===== config.mk =====
export PLATFORM = sky130hd
export DESIGN_NAME = cfgx_ctrl
export DESIGN_NICKNAME = d
export VERILOG_FILES = /design/src/rtl/cfgx_pkg.sv /design/src/rtl/cfgx_decode.sv /design/src/rtl/cfgx_osc_bank.sv /design/src/rtl/cfgx_ctrl.sv
export SDC_FILE = /design/constraint.sdc
export NUM_CORES = 1
export LEC_CHECK = 0
export ABC_AREA = 1
export BUFFER_PORTS_ARGS = -buffer_cell sky130_fd_sc_hd__buf_2
export CELL_PAD_IN_SITES_DETAIL_PLACEMENT = 0
export CELL_PAD_IN_SITES_GLOBAL_PLACEMENT = 1
export CORE_ASPECT_RATIO = 0.6
export CORE_MARGIN = 2
export CORE_UTILIZATION = 40
export CTS_CLUSTER_DIAMETER = 120
export CTS_CLUSTER_SIZE = 8
export DETAILED_ROUTE_END_ITERATION = 7
export GPL_ROUTABILITY_DRIVEN = 0
export PLACE_DENSITY = 0.79
export SLEW_MARGIN = 30
export SYNTH_ARGS = -nofsm -noshare
export SYNTH_HDL_FRONTEND = slang
export SYNTH_SLANG_ARGS = --single-unit

===== constraint.sdc =====
create_clock -name clk -period 1.9 [get_ports clk]
set_input_delay 0.19 -clock clk [delete_from_list [all_inputs] [get_ports clk]]
set_output_delay 0.19 -clock clk [all_outputs]
set_load 0.1 [all_outputs]

===== src/rtl/cfgx_pkg.sv =====
package cfgx_pkg;
    localparam int DW = 32;
    localparam int AW = 12;
    localparam logic [AW-1:0] OFF_DATA = 12'hA0;
    localparam logic [AW-1:0] OFF_CMD  = 12'hA4;
    localparam logic [AW-1:0] OFF_STAT = 12'hA8;
    localparam logic [DW-1:0] CMD_KEEP = 32'h7FF3_FFFF;
    localparam int MB_OSC_N = 6;
    localparam logic [DW-1:0] MB_VOLT = 32'd3300000;

    localparam logic [5:0] FN_OSC  = 6'd1;
    localparam logic [5:0] FN_VOLT = 6'd2;
    localparam logic [5:0] FN_VMUX = 6'd7;
    localparam logic [5:0] FN_SHUT = 6'd8;
    localparam logic [5:0] FN_BOOT = 6'd9;
    localparam logic [5:0] FN_DISP = 6'd11;

    typedef struct packed {
        logic        start;
        logic        write;
        logic [3:0]  unit;
        logic [5:0]  func;
        logic [1:0]  gap;
        logic [1:0]  site;
        logic [3:0]  pos;
        logic [11:0] dev;
    } cmd_t;

    function automatic logic [DW-1:0] mb_osc_reset(input int idx);
        case (idx)
            0:       return 32'd50000000;
            1:       return 32'd23750000;
            default: return 32'd24000000;
        endcase
    endfunction
endpackage


===== src/rtl/cfgx_decode.sv =====
module cfgx_decode
    import cfgx_pkg::*;
#(
    parameter int DB_OSC_N  = 2,
    parameter int DB_VOLT_N = 2,
    localparam int OSC_N  = MB_OSC_N + DB_OSC_N,
    localparam int OIW    = $clog2(OSC_N),
    localparam int VIW    = (DB_VOLT_N > 1) ? $clog2(DB_VOLT_N) : 1
) (
    input  cmd_t           cmd,
    output logic           legal,
    output logic           osc_hit,
    output logic [OIW-1:0] osc_idx,
    output logic           volt_mb,
    output logic           volt_db,
    output logic [VIW-1:0] volt_idx,
    output logic           fire_shut,
    output logic           fire_boot
);
    logic        base_ok;
    logic        at_mb;
    logic        at_db;
    logic        mb_dev0;
    logic        osc_sel;
    logic        sys_fn;
    logic [11:0] flat;

    always_comb begin
        base_ok  = (cmd.unit == 4'd0) && (cmd.pos == 4'd0) && (cmd.site[1] == 1'b0);
        at_mb    = base_ok && (cmd.site[0] == 1'b0);
        at_db    = base_ok && cmd.site[0];
        mb_dev0  = at_mb && (cmd.dev == 12'd0);
        osc_sel  = (cmd.func == FN_OSC) &&
                   ((at_mb && (cmd.dev < 12'(MB_OSC_N))) ||
                    (at_db && (cmd.dev < 12'(DB_OSC_N))));
        volt_mb  = !cmd.write && (cmd.func == FN_VOLT) && mb_dev0;
        volt_db  = !cmd.write && (cmd.func == FN_VOLT) && at_db &&
                   (cmd.dev < 12'(DB_VOLT_N));
        sys_fn   = cmd.write && mb_dev0 &&
                   ((cmd.func == FN_VMUX) || (cmd.func == FN_SHUT) ||
                    (cmd.func == FN_BOOT) || (cmd.func == FN_DISP));
        fire_shut = sys_fn && (cmd.func == FN_SHUT);
        fire_boot = sys_fn && (cmd.func == FN_BOOT);
        osc_hit  = osc_sel;
        flat     = cmd.site[0] ? (cmd.dev + 12'(MB_OSC_N)) : cmd.dev;
        osc_idx  = flat[OIW-1:0];
        volt_idx = cmd.dev[VIW-1:0];
        legal    = osc_sel || volt_mb || volt_db || sys_fn;
    end
endmodule


===== src/rtl/cfgx_osc_bank.sv =====
module cfgx_osc_bank
    import cfgx_pkg::*;
#(
    parameter int DB_OSC_N = 2,
    parameter logic [DB_OSC_N*DW-1:0] DB_OSC_INIT = '0,
    localparam int OSC_N = MB_OSC_N + DB_OSC_N,
    localparam int OIW   = $clog2(OSC_N)
) (
    input  logic           clk,
    input  logic           rst_n,
    input  logic           wr_en,
    input  logic [OIW-1:0] idx,
    input  logic [DW-1:0]  wr_val,
    output logic [DW-1:0]  rd_val
);
    logic [DW-1:0] tab_d [OSC_N];
    logic [DW-1:0] tab_q [OSC_N];

    always_comb begin
        for (int i = 0; i < OSC_N; i++) begin
            tab_d[i] = (wr_en && (32'(idx) == i)) ? wr_val : tab_q[i];
        end
        rd_val = '0;
        for (int i = 0; i < OSC_N; i++) begin
            if (32'(idx) == i) rd_val = tab_q[i];
        end
    end

    for (genvar g = 0; g < OSC_N; g++) begin : g_ent
        localparam logic [DW-1:0] RST_VAL = (g < MB_OSC_N) ? mb_osc_reset(g)
                                   : DB_OSC_INIT[((g >= MB_OSC_N) ? g - MB_OSC_N : 0)*DW +: DW];
        always_ff @(posedge clk or negedge rst_n) begin
            if (!rst_n) tab_q[g] <= RST_VAL;
            else        tab_q[g] <= tab_d[g];
        end
    end
endmodule


===== src/rtl/cfgx_ctrl.sv =====
module cfgx_ctrl
    import cfgx_pkg::*;
#(
    parameter int DB_OSC_N  = 2,
    parameter int DB_VOLT_N = 2,
    parameter logic [DB_OSC_N*32-1:0]  DB_OSC_INIT = {32'd60000000, 32'd45000000},
    parameter logic [DB_VOLT_N*32-1:0] DB_VOLT     = {32'd1800000, 32'd1000000},
    localparam int OSC_N = MB_OSC_N + DB_OSC_N,
    localparam int OIW   = $clog2(OSC_N),
    localparam int VIW   = (DB_VOLT_N > 1) ? $clog2(DB_VOLT_N) : 1
) (
    input  logic        clk,
    input  logic        rst_n,
    input  logic        bus_we,
    input  logic [11:0] bus_addr,
    input  logic [31:0] bus_wdata,
    output logic [31:0] bus_rdata,
    output logic        shutdown_req,
    output logic        reboot_req
);
    typedef struct packed {
        logic [DW-1:0] data;
        logic [DW-1:0] cmd;
        logic [1:0]    stat;
        logic          shut;
        logic          boot;
    } st_t;

    st_t st_d, st_q;

    cmd_t           wcmd;
    logic           legal, osc_hit, volt_mb, volt_db, fire_shut, fire_boot;
    logic [OIW-1:0] osc_idx;
    logic [VIW-1:0] volt_idx;
    logic           osc_we;
    logic [DW-1:0]  osc_val;
    logic [DW-1:0]  fetch;

    assign wcmd = cmd_t'(bus_wdata);

    cfgx_decode #(.DB_OSC_N(DB_OSC_N), .DB_VOLT_N(DB_VOLT_N)) u_dec (
        .cmd(wcmd), .legal(legal), .osc_hit(osc_hit), .osc_idx(osc_idx),
        .volt_mb(volt_mb), .volt_db(volt_db), .volt_idx(volt_idx),
        .fire_shut(fire_shut), .fire_boot(fire_boot)
    );

    cfgx_osc_bank #(.DB_OSC_N(DB_OSC_N), .DB_OSC_INIT(DB_OSC_INIT)) u_osc (
        .clk(clk), .rst_n(rst_n), .wr_en(osc_we), .idx(osc_idx),
        .wr_val(st_q.data), .rd_val(osc_val)
    );

    always_comb begin
        if (osc_hit)      fetch = osc_val;
        else if (volt_mb) fetch = MB_VOLT;
        else if (volt_db) fetch = DB_VOLT[32'(volt_idx)*DW +: DW];
        else              fetch = '0;
    end

    always_comb begin
        st_d      = st_q;
        st_d.shut = 1'b0;
        st_d.boot = 1'b0;
        osc_we    = 1'b0;
        if (bus_we) begin
            case (bus_addr)
                OFF_DATA: st_d.data = bus_wdata;
                OFF_STAT: st_d.stat = bus_wdata[1:0];
                OFF_CMD: begin
                    st_d.cmd = bus_wdata & CMD_KEEP;
                    if (wcmd.start) begin
                        st_d.stat = {!legal, 1'b1};
                        if (legal && wcmd.write) begin
                            osc_we    = osc_hit;
                            st_d.shut = fire_shut;
                            st_d.boot = fire_boot;
                        end else if (legal) begin
                            st_d.data = fetch;
                        end
                    end
                end
                default: ;
            endcase
        end
    end

    always_ff @(posedge clk or negedge rst_n) begin
        if (!rst_n) st_q <= '0;
        else        st_q <= st_d;
    end

    always_comb begin
        case (bus_addr)
            OFF_DATA: bus_rdata = st_q.data;
            OFF_CMD:  bus_rdata = st_q.cmd;
            OFF_STAT: bus_rdata = {30'd0, st_q.stat};
            default:  bus_rdata = '0;
        endcase
    end

    assign shutdown_req = st_q.shut;
    assign reboot_req   = st_q.boot;
endmodule


==> impl_metrics.csv, run 1 <==
group,metric,value,unit
outcome,status,"complete, no violations",
timing,worst_slew_pin_slew,0.525,ns
detailed_routing,vias_per_cell,5.17,
timing,holdWs,0.0238,ns
timing,fmax,548,MHz
cells_and_area,finalInstanceArea,19300,sq um
grt,track_usage,0.244,
place,placed_cell_area,17800,sq um
grt,grt_max_degree,55,
clock_tree,clk_latency,0.55,ns
worst_setup_path,crit_chain,"inv_1, o21ai_2, buf_12",
clock_tree,cts_buffer_depth,3,
worst_setup_path,crit_slowest_cell,"dfrtp_1",
place,io_buffer_count,80,
power_and_ir_drop,peakVddDrop,0.676,mV
detailed_routing,firstDrtPassIters,6,
synthesis,ys_warn_count,0,
grt,antenna_found_initial,1,
power_and_ir_drop,powerDensity,793,nW/um^2
grt,grt_pass1_wl,74.2,mm
synthesis,syn_nets,1892,
floorplan,boundaryPins,81,
worst_setup_path,crit_type,"reg -> out",
synthesis,seq_area_frac_synth,0.542,
timing,finClkSkew,0.0177,ns
timing,hold_viol_final,0,
worst_setup_path,crit_path_end_kind,"primary output",
floorplan,die_x,254,um
clock_tree,cts_tree,"yes",
timing,maxSlewViolCount,0,
worst_setup_path,worstPathMaxFanout,9,
grt,grt_pass1_vias,12800,
floorplan,core_area,36700,sq um
timing,fin_crit_sh,0.961,
floorplan,num_rows,54,
worst_setup_path,critPathArrivalTime,1.64,ns
timing,fin_crit,1.83,ns
clock_tree,clock_sinks,321,
power_and_ir_drop,p_leak,8.31,nW
worst_setup_path,required,1.71,ns
synthesis,yosysUniqueCellTypes,37,
cells_and_area,fin_nets,2080,
cells_and_area,syn_to_final_growth,28.7,%
detailed_routing,detail-route-antenna-nets,0,
floorplan,dieArea,39200,sq um
cells_and_area,finalNonFillerCells,2575,
detailed_routing,wirelength,46.3,mm
cells_and_area,drive_gt1_frac,0.223,
synthesis,ys_ff_latch,321,
timing,setup_viol,0,
worst_setup_path,start_kind,"flip-flop",
timing,max_slew_margin,0.650,
detailed_routing,drc,0,
grt,grt.overflow.total,0,
cells_and_area,fillers,3344,
detailed_routing,drt-initial-drc-count,1373,
run,maxCapViolCount,0,
detailed_routing,vias,13300,
worst_setup_path,timing.critical_path.buf_inv,2,
hold_path,hold_class,"in -> reg",
floorplan,initial_utilization,0.409,
clock_tree,numCtsBuffers,46,
clock_tree,clkTransAtPathRegs,0.05,ns
worst_setup_path,critPathTopFamily,"buffers and inverters",
place,placed_cells,2470,
place,place_hpwl,31.8,mm
clock_tree,cts_root_buf,"clkbuf_16",
detailed_routing,wl_per_cell,18.0,um
worst_setup_path,cpPeakStageDelay,0.39,ns
synthesis,synthCells,1845,
synthesis,avgSynthCellArea,8.14,sq um
clock_tree,htreeDepth,2,
synthesis,syn_area,15000,sq um
floorplan,die_y,154,um
timing,setup_tns,0,ns
[worst min-delay path: cells and delay by family]
| kind | cells | cell delay, ns |
|---|---|---|
| buffers and inverters | 1 | 0.08 |
| and+or+nand+nor | 2 | 0.16 |
| AOI/OAI and AO/OA | 1 | 0.11 |
[cell usage in the layout (no fill, tap or decap), drive strengths merged, types with 30 or more instances in the layout]
master  Yosys  routed
buf        52     229
dfstp      85      85
dfrtp     236     236
nand3      90      90
clkbuf     54      83
inv       105     105
a21oi      48      48
o21ai     344     344
nand2     575     575
nand4      30      30
nor2      183     183
[sequential cells by signal (all words and copies together) (netlist names)]
| register | cells |
|---|---|
| st_q | 63 |
| reboot_req | 1 |
| u_osc.tab_q | 256 |
| shutdown_req | 1 |
[cells in the mapped netlist, drive strengths merged]
| master | count | area (sq um) |
|---|---|---|
| a21oi | 48 | 240 |
| a31oi | 1 | 6.26 |
| a41oi | 1 | 8.76 |
| buf | 52 | 277 |
| clkbuf | 54 | 203 |
| dfrtp | 236 | 5910 |
| dfstp | 85 | 2230 |
| inv | 105 | 399 |
| mux2 | 6 | 67.6 |
| nand2 | 575 | 2170 |
| nand3 | 90 | 543 |
| nand4 | 30 | 203 |
| nor2 | 183 | 704 |
| nor3 | 9 | 67.6 |
| nor3b | 1 | 12.5 |
| nor4 | 2 | 18.8 |
| o211ai | 15 | 113 |
| o21ai | 344 | 1800 |
| o221ai | 2 | 17.5 |
| o22a | 1 | 8.76 |
| or2 | 4 | 25.0 |
| or3 | 1 | 6.26 |
[metrics by stage]
| stage | power, W | setup WS [ns] | util |
|---|---|---|---|
| floorplan | 0.00725 | -0.215 | - |
| global placement | 0.00779 | -0.447 | 0.485 |
| detailed placement | 0.00780 | -0.484 | 0.485 |
| CTS | 0.0155 | 0.0425 | 0.525 |
| global route | 0.0158 | -0.00954 | 0.527 |
| finish | 0.0153 | 0.0739 | 0.527 |
[layer usage]
metal | wire length, um | global-route usage
met1 | 23700 | 0.399
met2 | 17600 | 0.313
met3 | 4150 | 0.0618
met4 | 775 | 0.0538
met5 | 0 | 0
[final timing paths]
path                                        from  slack [ns]  cells past startpoint                to
worst min register to register   u_osc.tab_q[15]        0.47                      2   u_osc.tab_q[15]
min in group asynchronous                  rst_n        0.19                      2  u_osc.tab_q[212]
max in group asynchronous                  rst_n        0.98                      3   u_osc.tab_q[17]
worst max register to register  u_osc.tab_q[225]        0.44                      8          st_q[37]
worst min-delay path               bus_wdata[18]        0.02                      4          st_q[54]
worst max-delay path                    st_q[44]        0.07                      3      bus_rdata[8]
[power breakdown]
part	switching (W)	leakage [nW]	internal [W]
Clock	0.00300	0.630	0.00461
Sequential	0.00000423	4.17	0.00686
Combinational	0.000552	3.51	0.000302
[cell families after synthesis]
group | Yosys count | synth area share
AO/OA/AOI/OAI | 412 | 0.146
buffers and inverters | 211 | 0.0585
flip-flops | 321 | 0.542
multiplexers | 6 | 0.00450
AND/OR/NAND/NOR | 895 | 0.249
[cell type report]
class | count | area [sq um] | share of cell area
inverter | 105 | 403 | 0.0208
multi-input combinational | 1313 | 6170 | 0.319
sequential | 321 | 8140 | 0.421
tap | 504 | 631 | 0.0326
clock buffer | 83 | 1310 | 0.0678
timing repair buffer | 246 | 2670 | 0.138
clock inverter | 2 | 17.5 | 0.000906
antenna | 1 | 2.50 | 0.000129
[repair_timing]
item | 4_1_cts | 5_1_grt
setup endpoints to repair | 0 | 103
hold buffers | 17 | 0
resized for setup | 0 | 11
buffers inserted | 0 | 2
hold endpoints to repair | 175 | 0
Power figures use the tool's default switching activity.
==> run 2, diff against run 1 <==
Settings changed: BUFFER_PORTS_ARGS -buffer_cell sky130_fd_sc_hd__buf_2 to unset, DONT_BUFFER_PORTS set to 1, PLACE_DENSITY 0.79 to 0.77, REMOVE_ABC_BUFFERS set to 1.
==> impl_metrics.csv, run 2 (synthesis results as in run 1) <==
group,metric,value,unit
outcome,status,"finished, violations left",
outcome,violations,"hold timing",
grt,antenna_found_initial,0,
detailed_routing,drt-initial-drc-count,1342,
clock_tree,clk_latency,0.56,ns
place,place_hpwl,30.3,mm
clock_tree,cts_tree,"yes",
clock_tree,htreeDepth,2,
worst_setup_path,worstPathMaxFanout,9,
floorplan,dieArea,39200,sq um
cells_and_area,syn_to_final_growth,25.9,%
floorplan,initial_utilization,0.409,
floorplan,die_y,154,um
cells_and_area,largestRegisters,"u_osc.tab_q: 256 flops, st_q: 63 flops",
worst_setup_path,crit_path_end_kind,"primary output",
power_and_ir_drop,powerDensity,799,nW/um^2
timing,fin_crit_sh,0.984,
detailed_routing,wl_per_cell,19.0,um
timing,hold_viol_final,321,
timing,max_slew_margin,0.448,
cells_and_area,fin_nets,2009,
floorplan,boundaryPins,81,
grt,grt_pass1_wl,74.4,mm
worst_setup_path,crit_type,"in -> out",
grt,grt.overflow.total,0,
detailed_routing,firstDrtPassIters,5,
clock_tree,clkTransAtPathRegs,0.05,ns
timing,fmax,535,MHz
worst_setup_path,start_kind,"input pin",
timing,setup_viol,0,
detailed_routing,vias_per_cell,5.22,
cells_and_area,largest_reg_flops,256,
timing,fin_crit,1.87,ns
clock_tree,cts_hold_buf,38,
cells_and_area,fin_util,0.515,
worst_setup_path,required,1.71,ns
detailed_routing,detail-route-antenna-nets,0,
clock_tree,numCtsBuffers,46,
grt,track_usage,0.248,
worst_setup_path,critPathArrivalTime,1.68,ns
power_and_ir_drop,peakVddDrop,0.545,mV
detailed_routing,wirelength,47.4,mm
power_and_ir_drop,p_leak,7.96,nW
hold_path,hold_class,"in -> async",
timing,grt_setup_unrepaired,"true",
timing,maxSlewViolCount,0,
timing,worst_slew_pin_slew,0.828,ns
timing,setup_ws,0.0308,ns
clock_tree,cts_root_buf,"clkbuf_16",
timing,holdWs,-0.656,ns
cells_and_area,final_cell_mix,"571 x nand2_1, 260 x o21ai_1, 236 x dfrtp_1, 170 x nor2_1, 94 x inv_1",
floorplan,die_x,254,um
timing,finClkSkew,0.0137,ns
detailed_routing,drc,0,
grt,grt_pass1_vias,12500,
cells_and_area,mostFrequentLayoutCell,"nand2_1",
cells_and_area,fillers,3501,
grt,grt_max_degree,322,
detailed_routing,vias,13000,
run,maxCapViolCount,0,
place,pre_cts_ws,-0.181,ns
clock_tree,cts_buffer_depth,3,
cells_and_area,n_antenna_cell,0,
cells_and_area,regMostFlops,"u_osc.tab_q",
floorplan,num_rows,54,
power_and_ir_drop,finalPower,0.0151,W
cells_and_area,drive_gt1_frac,0.189,
clock_tree,clock_sinks,321,
floorplan,core_area,36700,sq um
place,io_buffer_count,0,
## run 2: changes by cell type in the layout (fill, tap and decap cells not counted), moves of 3 or more
cell           previous run  this run
nor2_4                    2         5
inv_1                    97        94
buf_2                    47         0
buf_12                   70        61
buf_4                   109        74
nand3_2                   4         1
dlygate4sd3_1            17        36
## run 2: worst paths after layout
check / start / end / slack (ns) / cells after the start
max: bus_addr[1] / bus_rdata[24] / 0.03 / 7
min: rst_n / u_osc.tab_q[208] / -0.66 / 0
max reg2reg: st_q[28] / st_q[28] / 0.59 / 2
min reg2reg: u_osc.tab_q[145] / u_osc.tab_q[145] / 0.47 / 2
max in group asynchronous: rst_n / st_q[66] / 1.87 / 0
min in group clk: bus_wdata[0] / st_q[49] / 0.04 / 4
## run 2: metrics by stage
stage          hold slack, ns  setup TNS (ns)  std cells  cell area, sq um
2_1_floorplan          -0.106         -518.32       1739             14500
3_3_place_gp          -0.0885           -2.70       2377             17100
3_5_place_dp          -0.0938           -5.49       2377             17100
4_1_cts                -0.685               0       2499             18800
5_1_grt                -0.688               0       2502             18900
6_report               -0.656               0       2502             18900
## run 2: repair_timing
item | 4_1_cts | 5_1_grt
endpoints found under the setup margin | 20 | 74
setup buffers | 0 | 3
gates cloned | 0 | 0
hold endpoints to repair | 371 | 321
pin swaps | 0 | 2
resized for setup | 2 | 20
## run 2: cell type report
type,count,area (sq um),area share
Sequential cell,321,8140,0.430
Multi-Input combinational cell,1313,6220,0.329
Timing Repair Buffer,175,2180,0.116
Clock buffer,80,1280,0.0676
Tap cell,504,631,0.0334
Inverter,105,407,0.0215
Clock inverter,4,42.5,0.00225
## run 2: report_power, final
part / internal, W / switching (W) / leakage (nW)
logic: 0.000232 / 0.000407 / 3.16
clock network: 0.00453 / 0.00307 / 0.627
registers: 0.00686 / 0.00000412 / 4.17
## run 2: critical path: stages
cell     delay, ns
or2_1         0.27
buf_4         0.16
nor2_2        0.15
nand3_4       0.21
buf_12        0.22
o21ai_2       0.25
buf_12        0.22
## run 2: per-layer routing
metal	share of wire	track usage	up-vias
li1	-	-	6286
met4	0.027	0.0737	0
met1	0.48	0.369	6281
met5	0	0	-
met2	0.42	0.359	394
met3	0.071	0.0560	87
